`src/rtl/quad_dac_pkg.sv`:
```
package quad_dac_pkg;

    typedef enum logic [1:0] {
        OP_NOP    = 2'b00,
        OP_WRITE  = 2'b01,
        OP_READ   = 2'b10,
        OP_COMMIT = 2'b11
    } op_e;

    typedef enum logic [2:0] {
        RX_HUNT,
        RX_OPC,
        RX_ADR,
        RX_DAT,
        RX_RDO,
        RX_GAP
    } rx_state_e;

endpackage

```
`src/rtl/qdac_sync.sv`:
```
module qdac_sync #(
    parameter int W      = 4,
    parameter int STAGES = 2
) (
    input  logic         clk_i,
    input  logic         rst_ni,
    input  logic [W-1:0] d_i,
    output logic [W-1:0] q_o
);
    logic [STAGES-1:0][W-1:0] chain_d, chain_q;

    always_comb begin
        chain_d[0] = d_i;
        for (int s = 1; s < STAGES; s++) begin
            chain_d[s] = chain_q[s-1];
        end
    end

    always_ff @(posedge clk_i or negedge rst_ni) begin
        if (!rst_ni) chain_q <= '0;
        else         chain_q <= chain_d;
    end

    assign q_o = chain_q[STAGES-1];
endmodule

```
`src/rtl/qdac_sel_filt.sv`:
```
module qdac_sel_filt #(
    parameter int FILT = 2
) (
    input  logic clk_i,
    input  logic rst_ni,
    input  logic sel_i,
    output logic act_o,
    output logic drop_o
);
    localparam int FCW = (FILT > 1) ? $clog2(FILT) : 1;
    localparam logic [FCW-1:0] LIM = FCW'(FILT - 1);

    typedef struct packed {
        logic           act;
        logic [FCW-1:0] lo_cnt;
    } filt_t;

    filt_t r_d, r_q;
    logic  drop;

    always_comb begin
        r_d  = r_q;
        drop = 1'b0;
        if (sel_i) begin
            r_d.act    = 1'b1;
            r_d.lo_cnt = '0;
        end else begin
            if (r_q.act && (r_q.lo_cnt == LIM)) begin
                drop      = 1'b1;
                r_d.act   = 1'b0;
            end
            if (r_q.lo_cnt != LIM) r_d.lo_cnt = r_q.lo_cnt + FCW'(1);
        end
    end

    always_ff @(posedge clk_i or negedge rst_ni) begin
        if (!rst_ni) r_q <= '0;
        else         r_q <= r_d;
    end

    assign act_o  = r_q.act;
    assign drop_o = drop;

    if (FILT >= 2) begin : g_chk

        glitch_filtered_chk: assert property (@(posedge clk_i) disable iff (!rst_ni)
            drop_o |-> (!sel_i && $past(!sel_i)));
    end
endmodule

```
`src/rtl/qdac_frame_rx.sv`:
```
module qdac_frame_rx
    import quad_dac_pkg::*;
#(
    parameter int NCH       = 4,
    parameter int CODE_W    = 8,
    parameter int GAP_EDGES = 2
) (
    input  logic                         clk_i,
    input  logic                         rst_ni,
    input  logic                         edge_i,
    input  logic                         drop_i,
    input  logic                         bit_i,
    input  logic [NCH-1:0][CODE_W-1:0]   stored_i,
    output logic                         wr_o,
    output logic                         commit_o,
    output logic [$clog2(NCH)-1:0]       adr_o,
    output logic [CODE_W-1:0]            data_o,
    output logic                         dout_o
);
    localparam int AW = $clog2(NCH);
    localparam int CW = $clog2(CODE_W + GAP_EDGES + 2);
    localparam logic [CW-1:0] ONE      = CW'(1);
    localparam logic [CW-1:0] DAT_LAST = CW'(CODE_W - 1);
    localparam logic [CW-1:0] ADR_LAST = CW'(AW - 1);
    localparam logic [CW-1:0] GAP_LAST = CW'(GAP_EDGES - 1);

    typedef struct packed {
        rx_state_e          state;
        logic [CW-1:0]      cnt;
        op_e                opc;
        logic [AW-1:0]      adr;
        logic [CODE_W-1:0]  sh;
        logic [CODE_W-1:0]  dsr;
        logic               dout;
        logic               wr;
        logic               commit;
    } rx_t;

    rx_t               r_d, r_q;
    logic [AW-1:0]     adr_nxt;
    logic [CODE_W-1:0] word;

    always_comb begin
        r_d        = r_q;
        r_d.wr     = 1'b0;
        r_d.commit = 1'b0;
        adr_nxt    = r_q.adr;
        word       = '0;
        if (drop_i) begin
            r_d.state = RX_HUNT;
            r_d.cnt   = '0;
            r_d.dout  = 1'b0;
        end else if (edge_i) begin
            case (r_q.state)
                RX_HUNT: begin
                    if (bit_i) begin
                        r_d.state = RX_OPC;
                        r_d.cnt   = '0;
                    end
                end
                RX_OPC: begin
                    if (r_q.cnt == '0) r_d.opc = op_e'({r_q.opc[1], bit_i});
                    else               r_d.opc = op_e'({bit_i, r_q.opc[0]});
                    if (r_q.cnt == ONE) begin
                        r_d.state = RX_ADR;
                        r_d.cnt   = '0;
                    end else begin
                        r_d.cnt = r_q.cnt + ONE;
                    end
                end
                RX_ADR: begin
                    adr_nxt[r_q.cnt[AW-1:0]] = bit_i;
                    r_d.adr = adr_nxt;
                    if (r_q.cnt == ADR_LAST) begin
                        r_d.cnt = '0;
                        case (r_q.opc)
                            OP_WRITE: r_d.state = RX_DAT;
                            OP_READ: begin
                                word      = stored_i[adr_nxt];
                                r_d.dout  = word[0];
                                r_d.dsr   = word >> 1;
                                r_d.state = RX_RDO;
                            end
                            OP_COMMIT: begin
                                r_d.commit = 1'b1;
                                r_d.state  = RX_GAP;
                            end
                            default: r_d.state = RX_GAP;
                        endcase
                    end else begin
                        r_d.cnt = r_q.cnt + ONE;
                    end
                end
                RX_DAT: begin
                    r_d.sh = {bit_i, r_q.sh[CODE_W-1:1]};
                    if (r_q.cnt == DAT_LAST) begin
                        r_d.wr    = 1'b1;
                        r_d.state = RX_GAP;
                        r_d.cnt   = '0;
                    end else begin
                        r_d.cnt = r_q.cnt + ONE;
                    end
                end
                RX_RDO: begin
                    if (r_q.cnt == DAT_LAST) begin
                        r_d.dout  = 1'b0;
                        r_d.state = RX_GAP;
                        r_d.cnt   = '0;
                    end else begin
                        r_d.dout = r_q.dsr[0];
                        r_d.dsr  = r_q.dsr >> 1;
                        r_d.cnt  = r_q.cnt + ONE;
                    end
                end
                RX_GAP: begin
                    if (r_q.cnt == GAP_LAST) begin
                        r_d.state = RX_HUNT;
                        r_d.cnt   = '0;
                    end else begin
                        r_d.cnt = r_q.cnt + ONE;
                    end
                end
                default: r_d.state = RX_HUNT;
            endcase
        end
    end

    always_ff @(posedge clk_i or negedge rst_ni) begin
        if (!rst_ni) begin
            r_q       <= '0;
            r_q.state <= RX_HUNT;
            r_q.opc   <= OP_NOP;
        end else begin
            r_q <= r_d;
        end
    end

    assign wr_o     = r_q.wr;
    assign commit_o = r_q.commit;
    assign adr_o    = r_q.adr;
    assign data_o   = r_q.sh;
    assign dout_o   = r_q.dout;


    strobe_excl_chk: assert property (@(posedge clk_i) disable iff (!rst_ni)
        $onehot0({r_q.wr, r_q.commit}));


    dout_quiet_chk: assert property (@(posedge clk_i) disable iff (!rst_ni)
        (r_q.state == RX_HUNT) |-> !r_q.dout);


    gap_no_start_chk: assert property (@(posedge clk_i) disable iff (!rst_ni)
        (r_q.state == RX_GAP && edge_i && !drop_i) |=> (r_q.state != RX_OPC));
endmodule

```
`src/rtl/qdac_store.sv`:
```
module qdac_store #(
    parameter int NCH        = 4,
    parameter int CODE_W     = 8,
    parameter int PROG_EDGES = 16,
    parameter logic [NCH*CODE_W-1:0] INIT_CODES = '0
) (
    input  logic                        clk_i,
    input  logic                        rst_ni,
    input  logic                        drop_i,
    input  logic                        wr_i,
    input  logic                        commit_i,
    input  logic [$clog2(NCH)-1:0]      adr_i,
    input  logic [CODE_W-1:0]           data_i,
    input  logic                        prog_i,
    input  logic                        tick_i,
    output logic [NCH-1:0][CODE_W-1:0]  work_o,
    output logic [NCH-1:0][CODE_W-1:0]  stored_o,
    output logic                        busy_o
);
    localparam int AW  = $clog2(NCH);
    localparam int PCW = $clog2(PROG_EDGES + 1);
    localparam logic [PCW-1:0] PLAST = PCW'(PROG_EDGES - 1);

    typedef struct packed {
        logic [NCH-1:0][CODE_W-1:0] work;
        logic [NCH-1:0][CODE_W-1:0] shadow;
        logic                       busy;
        logic [AW-1:0]              padr;
        logic [PCW-1:0]             pcnt;
    } st_t;

    localparam st_t RST_VAL = '{work: INIT_CODES, shadow: INIT_CODES,
                                busy: 1'b0, padr: '0, pcnt: '0};

    st_t r_d, r_q;

    always_comb begin
        r_d = r_q;
        if (drop_i) begin
            r_d.work = r_q.shadow;
            r_d.busy = 1'b0;
        end else begin
            if (wr_i) r_d.work[adr_i] = data_i;
            if (r_q.busy) begin
                if (!prog_i) begin
                    r_d.busy = 1'b0;
                end else if (tick_i) begin
                    if (r_q.pcnt == PLAST) begin
                        r_d.shadow[r_q.padr] = r_q.work[r_q.padr];
                        r_d.busy             = 1'b0;
                    end else begin
                        r_d.pcnt = r_q.pcnt + PCW'(1);
                    end
                end
            end else if (commit_i && prog_i) begin
                r_d.busy = 1'b1;
                r_d.padr = adr_i;
                r_d.pcnt = '0;
            end
        end
    end

    always_ff @(posedge clk_i or negedge rst_ni) begin
        if (!rst_ni) r_q <= RST_VAL;
        else         r_q <= r_d;
    end

    assign work_o   = r_q.work;
    assign stored_o = r_q.shadow;
    assign busy_o   = r_q.busy;


    shadow_hold_chk: assert property (@(posedge clk_i) disable iff (!rst_ni)
        !r_q.busy |=> $stable(r_q.shadow));


    prog_abort_chk: assert property (@(posedge clk_i) disable iff (!rst_ni)
        (r_q.busy && !prog_i) |=> !r_q.busy);


    restore_chk: assert property (@(posedge clk_i) disable iff (!rst_ni)
        drop_i |=> (r_q.work == r_q.shadow));


    no_prog_chk: assert property (@(posedge clk_i) disable iff (!rst_ni)
        (commit_i && !prog_i && !r_q.busy) |=> !r_q.busy);
endmodule

```
`src/rtl/quad_dac_ctrl.sv`:
```
module quad_dac_ctrl #(
    parameter int NCH         = 4,
    parameter int CODE_W      = 8,
    parameter int SYNC_STAGES = 2,
    parameter int SEL_FILT    = 2,
    parameter int GAP_EDGES   = 2,
    parameter int PROG_EDGES  = 16,
    parameter logic [NCH*CODE_W-1:0] INIT_CODES = 32'hC080_4010
) (
    input  logic                  clk_i,
    input  logic                  rst_ni,
    input  logic                  sclk_i,
    input  logic                  sel_i,
    input  logic                  sdi_i,
    input  logic                  prog_i,
    output logic                  sdo_o,
    output logic                  sdo_oe_o,
    output logic [NCH*CODE_W-1:0] code_o,
    output logic                  prog_busy_o
);
    localparam int AW = $clog2(NCH);

    logic [3:0] raw, syn;
    logic       sclk_s, sel_s, sdi_s, prog_s;
    logic       sclk_prev_d, sclk_prev_q;
    logic       rise, sel_act, sel_drop;
    logic       wr, commit, rx_dout;
    logic [AW-1:0]              adr;
    logic [CODE_W-1:0]          wdata;
    logic [NCH-1:0][CODE_W-1:0] work, stored;

    assign raw = {prog_i, sdi_i, sel_i, sclk_i};
    assign {prog_s, sdi_s, sel_s, sclk_s} = syn;

    qdac_sync #(.W(4), .STAGES(SYNC_STAGES)) u_sync (
        .clk_i  (clk_i),
        .rst_ni (rst_ni),
        .d_i    (raw),
        .q_o    (syn)
    );

    assign sclk_prev_d = sclk_s;
    always_ff @(posedge clk_i or negedge rst_ni) begin
        if (!rst_ni) sclk_prev_q <= 1'b0;
        else         sclk_prev_q <= sclk_prev_d;
    end
    assign rise = sclk_s & ~sclk_prev_q;

    qdac_sel_filt #(.FILT(SEL_FILT)) u_filt (
        .clk_i  (clk_i),
        .rst_ni (rst_ni),
        .sel_i  (sel_s),
        .act_o  (sel_act),
        .drop_o (sel_drop)
    );

    qdac_frame_rx #(.NCH(NCH), .CODE_W(CODE_W), .GAP_EDGES(GAP_EDGES)) u_rx (
        .clk_i    (clk_i),
        .rst_ni   (rst_ni),
        .edge_i   (rise & sel_act),
        .drop_i   (sel_drop),
        .bit_i    (sdi_s),
        .stored_i (stored),
        .wr_o     (wr),
        .commit_o (commit),
        .adr_o    (adr),
        .data_o   (wdata),
        .dout_o   (rx_dout)
    );

    qdac_store #(.NCH(NCH), .CODE_W(CODE_W), .PROG_EDGES(PROG_EDGES),
                 .INIT_CODES(INIT_CODES)) u_store (
        .clk_i    (clk_i),
        .rst_ni   (rst_ni),
        .drop_i   (sel_drop),
        .wr_i     (wr),
        .commit_i (commit),
        .adr_i    (adr),
        .data_i   (wdata),
        .prog_i   (prog_s),
        .tick_i   (rise),
        .work_o   (work),
        .stored_o (stored),
        .busy_o   (prog_busy_o)
    );

    assign code_o   = work;
    assign sdo_oe_o = sel_act;
    assign sdo_o    = rx_dout & sel_act;


    oe_follows_sel_chk: assert property (@(posedge clk_i) disable iff (!rst_ni)
        (sdo_oe_o && !sel_s && !$past(sel_s)) |=> !sdo_oe_o);
endmodule

```
`config.mk`:
```
export PLATFORM = sky130hd
export DESIGN_NAME = quad_dac_ctrl
export DESIGN_NICKNAME = d
export VERILOG_FILES = /design/src/rtl/quad_dac_pkg.sv /design/src/rtl/qdac_sync.sv /design/src/rtl/qdac_sel_filt.sv /design/src/rtl/qdac_frame_rx.sv /design/src/rtl/qdac_store.sv /design/src/rtl/quad_dac_ctrl.sv
export SDC_FILE = /design/constraint.sdc
export NUM_CORES = 1
export LEC_CHECK = 0
export ABC_AREA = 1
export BUFFER_PORTS_ARGS = -buffer_cell sky130_fd_sc_hd__clkbuf_2
export CORE_UTILIZATION = 65
export DETAILED_ROUTE_END_ITERATION = 7
export PLACE_DENSITY = 0.85
export RECOVER_POWER = 25
export SYNTH_ARGS = -nofsm -noshare
export SYNTH_HDL_FRONTEND = slang
export SYNTH_SLANG_ARGS = --single-unit
```
`constraint.sdc`:
```
create_clock -name clk_i -period 2.99 [get_ports clk_i]
set_input_delay 0.4485 -clock clk_i [delete_from_list [all_inputs] [get_ports clk_i]]
set_output_delay 0.4485 -clock clk_i [all_outputs]
set_load 0.01 [all_outputs]
```
==> out/metrics.yaml, run 1 <==
logic_synthesis:
  synth-seq-cells: 112
  synth-xor-area-share: 0.00149
  synth_warnings: 0
  synth_cells: 722
  synth_nets: 733
  ys_seq_area_frac: 0.479
  synth-adder-area-share: 0.0106
  synthSimpleGateAreaFrac: 0.267
  netlist_area_mm2: 0.00588
  synth_top_family_by_area: "simple AND/OR/NAND/NOR gates"
  synthMuxAreaShare: 0
  synth-compound-area-share: 0.125
  netlist-cell-type-count: 34
  syn_avg_cell_area_um2: 8.15
setup_path:
  cp_num_buf_inv: 1
  path_cells: "ha_1 -> nand2_1 -> nor2_1 -> ha_1 -> inv_1 -> nor2_2 -> nand4_4 -> nor2_4 -> o21ai_0"
  critPathMostFrequentCell: "ha_1"
  max_stage_delay_ps: 440
  r2r_cells: 9
  cp_max_fo: 14
  required_ps: 3230
  cp_top_family: "simple AND/OR/NAND/NOR gates"
  cp_slowest_cell: "nor2_4"
  critPathArrivalTime_ps: 2370
  end_kind: "register"
  crit_cells: 9
  startpoint_type: "register"
  critPathKind: "reg2reg"
power_and_ir_drop:
  p_per_area_mw_per_mm2: 484
  p_leak_nw: 2.92
  vdd_drop_max_mv: 0.263
  finalPower_mw: 2.95
cells_and_area:
  fin_area_mm2: 0.00610
  drive_gt1_frac: 0.155
  syn_to_final_growth_pct: 3.72
  layout_commonest_cell: "nand2_1"
  final_nets: 736
  fillCellCount: 705
  layout_common_cells: "nand2_1 (216), dfrtp_1 (102), inv_1 (72)"
  n_antenna_cell: 0
grt:
  grt_pass1_wl_um: 24500
  overflow: 0
  grt_max_degree: 60
  grt.total_usage: 0.333
  grt_pass1_vias: 4808
  antenna_found_initial: 0
clock_network:
  htreeDepth: 3
  path_clk_slew_ps: 100
  clk_path_buf_depth: 2
  cts_setup_buffers: 0
  cts_tree: "done"
  postCtsHoldBufs: 0
  insertion_delay_ps: 380
  root_buffer: "clkbuf_8"
  clock-sinks: 112
  cts_buffers: 9
  post_cts_resized: 0
routing:
  firstDrtPassIters: 5
  wirelength_um: 14900
  dr.first_iter.drc_count: 540
  drc_errors: 0
  routed-via-count: 5015
  ant_nets: 0
  viasPerCell: 5.98
  wl_per_cell_um: 17.7
sta:
  hold_viol_final: 0
  final.setup.worst_slack_ps: 861
  fmax_mhz: 470
  period_share: 0.712
  period_minus_slack_ps: 2130
  clock_skew_ps: 13.8
  rsz0062_at_grt: "no"
  setup_viol: 0
  slew_violations: 0
  max_slew_margin: 0.0965
  tightest_slew_ps: 1360
  finalSetupTns_ps: 0
hold_path:
  hold_class: "in2reg"
  whs_path_depth: 1
place:
  place_congestion: 0.995
  dp_slack_ps: 931
  hpwl_um: 10600
  portBuffers: 40
  placed_area_mm2: 0.00586
floorplanning:
  core.rowCount: 34
  start_util: 0.675
  die-area_mm2: 0.00944
  die_x_um: 97.1
  pin_count: 41
  core_area_mm2: 0.00872
  die_y_um: 97.1
status:
  status: "complete, no violations"
run:
  maxCapViolations: 0
-- state kept, by name (all words and copies together) (netlist names) --
register          count
u_store.stored_o     32
u_store.work_o       32
u_rx.r_q             16
u_rx.data_o           8
u_store.r_q           7
u_sync.chain_d        4
u_sync.q_o            4
u_rx.adr_o            2
sclk_prev_q           1
u_filt.act_o          1
u_filt.r_q            1
u_rx.commit_o         1
u_rx.dout_o           1
u_rx.wr_o             1
u_store.busy_o        1
-- worst reg2reg max path, delay by kind of cell, from the launching register on --
kind | cells | cell delay, ps
fa+ha+maj | 2 | 330
flops | 1 | 400
compound gates | 1 | 160
buf+inv | 1 | 60
simple gates | 5 | 1030
-- per-stage QoR --
stage | utilization | instances | hold WS (ps)
2_1_floorplan | - | 722 | 153
3_3_place_gp | 0.672 | 822 | 332
3_5_place_dp | 0.672 | 822 | 335
4_1_cts | 0.700 | 838 | 130
5_1_grt | 0.700 | 838 | 152
6_report | 0.700 | 838 | 168
-- synth_stat cells, drive strengths merged --
cell      n  area share
a31oi     1      0.0011
or2       8      0.0085
ha        5       0.011
nor2     50       0.043
o211ai    7      0.0089
xor2      1      0.0015
clkinv    1     0.00064
nand3b    1      0.0013
inv      75       0.048
buf      52       0.068
o21ai    76       0.069
a21oi    12       0.012
o221ai   15       0.022
nand4     5      0.0079
nand2   221        0.14
dfstp    10       0.045
nor4      1      0.0011
nand3    68       0.060
dfrtp   102        0.43
a22oi     9       0.011
nor3      2      0.0017
-- routing by layer --
| layer | wire length (um) | share of wire | track usage |
|---|---|---|---|
| met1 | 5720 | 0.38 | 0.434 |
| met2 | 7130 | 0.48 | 0.523 |
| met5 | 0 | 0 | 0 |
| met3 | 1450 | 0.097 | 0.0626 |
| met4 | 562 | 0.038 | 0.195 |
-- power by group --
part           internal (mW)  switching (mW)
combinational         0.0791           0.200
clock                  0.563           0.522
sequential              1.55          0.0377
-- area by class of cell --
type	instances	area (um2)	area share
multi-input combinational	482	2380	0.390
sequential	112	2820	0.461
inverter	76	285	0.0468
clock inverter	6	116	0.0191
clock buffer	10	128	0.0209
timing repair buffer	44	243	0.0398
tap	108	135	0.0221
-- path summary, 6_finish.rpt --
path                              startpoint              endpoint  slack, ps
setup / recovery              u_store.r_q[0]   u_store.stored_o[3]        860
hold / removal                         sel_i     u_sync.chain_d[5]        170
setup reg to reg              u_store.r_q[0]   u_store.stored_o[3]        860
hold reg to reg            u_sync.chain_d[4]         u_sync.q_o[0]        360
max in group asynchronous             rst_ni  u_store.stored_o[23]       1640
min in group asynchronous             rst_ni    u_store.work_o[17]        370
-- cell families (layout without fill, tap and decap cells) --
kind of cell / after synthesis / count (layout)
fa+ha+maj: 5 / 5
xor+xnor: 1 / 1
flops: 112 / 112
buf+inv: 128 / 136
simple gates: 356 / 356
compound gates: 120 / 120
No activity file was read; power rests on OpenSTA's default activity.
==> inputs of run 2 (changes only) <==
- CORE_UTILIZATION: 65 -> 55
- PLACE_DENSITY: 0.85 -> 0.77
- clock period: 2.99 -> 1.9 ns (I/O delays scaled with it)
==> run 2 against run 1 <==
Critical path depth grew 1. Routed wire length is essentially flat. Worst hold slack gained 190 ps. Sequential cell count is the same. Non-clock buffer count grew 29. Critical path type unchanged. Largest cell class unchanged. Largest power group unchanged.
==> out/metrics.yaml, run 2 (synthesized netlist as in run 1, its figures left out) <==
status:
  status: "complete, no violations"
place:
  portBuffers: 40  # unchanged
  placed_area_mm2: 0.00602  # +2.6%
  place_congestion: 0.925  # -7.0%
  hpwl_um: 10500  # -0.33%
grt:
  antenna_found_initial: 0  # unchanged
  grt_pass1_wl_um: 24400  # -0.56%
  grt_max_degree: 57  # -5.0%
  grt_pass1_vias: 4936  # +2.7%
  grt.total_usage: 0.283  # -0.0500
  overflow: 0  # unchanged
floorplanning:
  die_y_um: 105  # +8.5%
  die_x_um: 105  # +8.5%
  start_util: 0.567  # -0.107
  core_area_mm2: 0.0104  # +19%
  core.rowCount: 37  # +8.8%
  pin_count: 41  # unchanged
  die-area_mm2: 0.0111  # +18%
routing:
  wl_per_cell_um: 16.6  # -6.4%
  drc_errors: 0  # unchanged
  firstDrtPassIters: 5  # unchanged
  routed-via-count: 5042  # +0.54%
  ant_nets: 0  # unchanged
  viasPerCell: 5.63  # -5.9%
  dr.first_iter.drc_count: 322  # -40%
  wirelength_um: 14900  # about the same
power_and_ir_drop:
  vdd_drop_max_mv: 0.355  # +35%
  p_clk_frac: 0.356  # -0.011
  power_frac_seq: 0.544  # +0.006
  pwr-share-comb: 0.101  # +0.006
  p_leak_nw: 3.07  # +5.1%
  p_per_area_mw_per_mm2: 716  # +48%
  p_sw_mw: 1.23  # +61%
  p_sw_frac: 0.267  # +0.00962
  intPower_mw: 3.37  # +54%
setup_path:
  cp_slowest_cell: "dfrtp_1"
  critPathArrivalTime_ps: 2140  # -230 ps
  end_kind: "register"
  r2r_cells: 10  # +1
  max_stage_delay_ps: 390  # -50 ps
  path_cells: "ha_2 -> nand2_2 -> nor2_2 -> ha_2 -> inv_2 -> nor2_4 -> nand4_4 -> buf_4 -> o21ai_0 -> nand2_1"
  required_ps: 2190  # -1040 ps
  startpoint_type: "register"
  r2r_slack_ps: 50  # -810 ps
  r2r-start: "u_store.r_q[1]"
  critPathKind: "reg2reg"
  r2r-end: "u_store.stored_o[0]"
  critPathMostFrequentCell: "ha_2"
  cp_max_fo: 8  # -6
clock_network:
  clock-sinks: 112  # unchanged
  insertion_delay_ps: 400  # +20 ps
  cts_tree: "done"
  root_buffer: "clkbuf_8"
  clk_path_buf_depth: 2  # unchanged
  htreeDepth: 3  # unchanged
  path_clk_slew_ps: 100  # about the same
  cts_buffers: 9  # unchanged
sta:
  slew_violations: 0  # unchanged
  tightest_slew_ps: 872  # -484 ps
  clock_skew_ps: 15.2  # +1.32 ps
  hold_viol_final: 0  # unchanged
  rsz0062_at_grt: "yes"
  period_minus_slack_ps: 1850  # -278 ps
  setup_viol: 0  # unchanged
  period_share: 0.974  # +0.262
  max_slew_margin: 0.419  # +0.322
  fmax_mhz: 540  # +15%
cells_and_area:
  n_antenna_cell: 0  # unchanged
  drive_gt1_frac: 0.199  # +0.0442
  fillCellCount: 924  # +31%
  syn_to_final_growth_pct: 9.12
  fin_area_mm2: 0.00642  # +5.2%
  layout_common_cells: "nand2_1 (207), dfrtp_1 (102), inv_1 (70)"
  final_nets: 765  # +3.9%
  layout_commonest_cell: "nand2_1"
  fin_util: 0.619  # -0.0806
hold_path:
  whs_path_depth: 0  # -1
  hold_path_end: "u_sync.q_o[0]"
  min-delay-start: "u_sync.chain_d[4]"
  hold_class: "reg2reg"
run:
  maxCapViolations: 0  # unchanged
## run 2: layout make-up
| class | instances | area [um2] | area share |
|---|---|---|---|
| clock buffer | 10 | 138 | 0.0214 |
| tap | 136 | 170 | 0.0265 |
| timing repair buffer | 73 | 497 | 0.0774 |
| inverter | 76 | 285 | 0.0444 |
| clock inverter | 6 | 91.3 | 0.0142 |
| sequential | 112 | 2820 | 0.439 |
| multi-input combinational | 482 | 2420 | 0.378 |
## run 2: stage by stage
stage	cells	setup slack (ps)	TNS (ps)	power, mW	hold slack (ps)
5_1_grt	895	-90.5	-1820	4.77	375
3_5_place_dp	866	-18.5	-93.9	3.00	161
2_1_floorplan	722	181	0	2.85	-10.6
4_1_cts	893	21.4	0	4.61	282
3_3_place_gp	866	58.1	0	2.98	155
6_report	895	49.7	0	4.60	359
## run 2: timing repair
action	CTS	global route
cloned	0	1
buffers inserted	6	1
hold endpoints to repair	17	0
setup endpoints to repair	18	37
hold buffers	5	0
pin swaps	4	4
gates resized for setup	0	41
## run 2: worst max-delay path, delay by kind of cell (launching register included)
kind | cells | cell delay (ps)
DFF | 1 | 390
and+or+nand+nor | 5 | 540
adders and majority gates | 2 | 370
buffers and inverters | 2 | 270
AOI/OAI and AO/OA | 1 | 170
## run 2: worst max path at each step
stage	endpoint	cells after the start	start
6_report	u_store.stored_o[0]	10	u_store.r_q[1]
5_1_grt	u_store.stored_o[19]	11	u_store.r_q[1]
4_1_cts	u_store.stored_o[25]	11	u_store.r_q[1]
3_5_place_dp	u_store.stored_o[17]	9	u_store.r_q[1]
3_3_place_gp	u_store.stored_o[21]	9	u_store.r_q[1]
2_1_floorplan	u_store.stored_o[27]	10	u_store.r_q[0]
## run 2: layer usage
| layer | share of wire | vias up | wire length (um) | GRT usage |
|---|---|---|---|---|
| met3 | 0.069 | 40 | 1030 | 0.0513 |
| met4 | 0.039 | 0 | 575 | 0.160 |
| met1 | 0.41 | 2395 | 6090 | 0.348 |
| li1 | - | 2384 | - | - |
| met5 | 0 | - | 0 | 0 |
| met2 | 0.48 | 223 | 7170 | 0.470 |
## run 2: power by group through the flow
stage	clock (mW)	combinational [mW]	sequential [mW]
2_1_floorplan	0	0.324	2.52
3_5_place_dp	0	0.454	2.54
5_1_grt	1.74	0.520	2.51
3_3_place_gp	0	0.443	2.54
6_report	1.64	0.463	2.50
4_1_cts	1.65	0.464	2.50
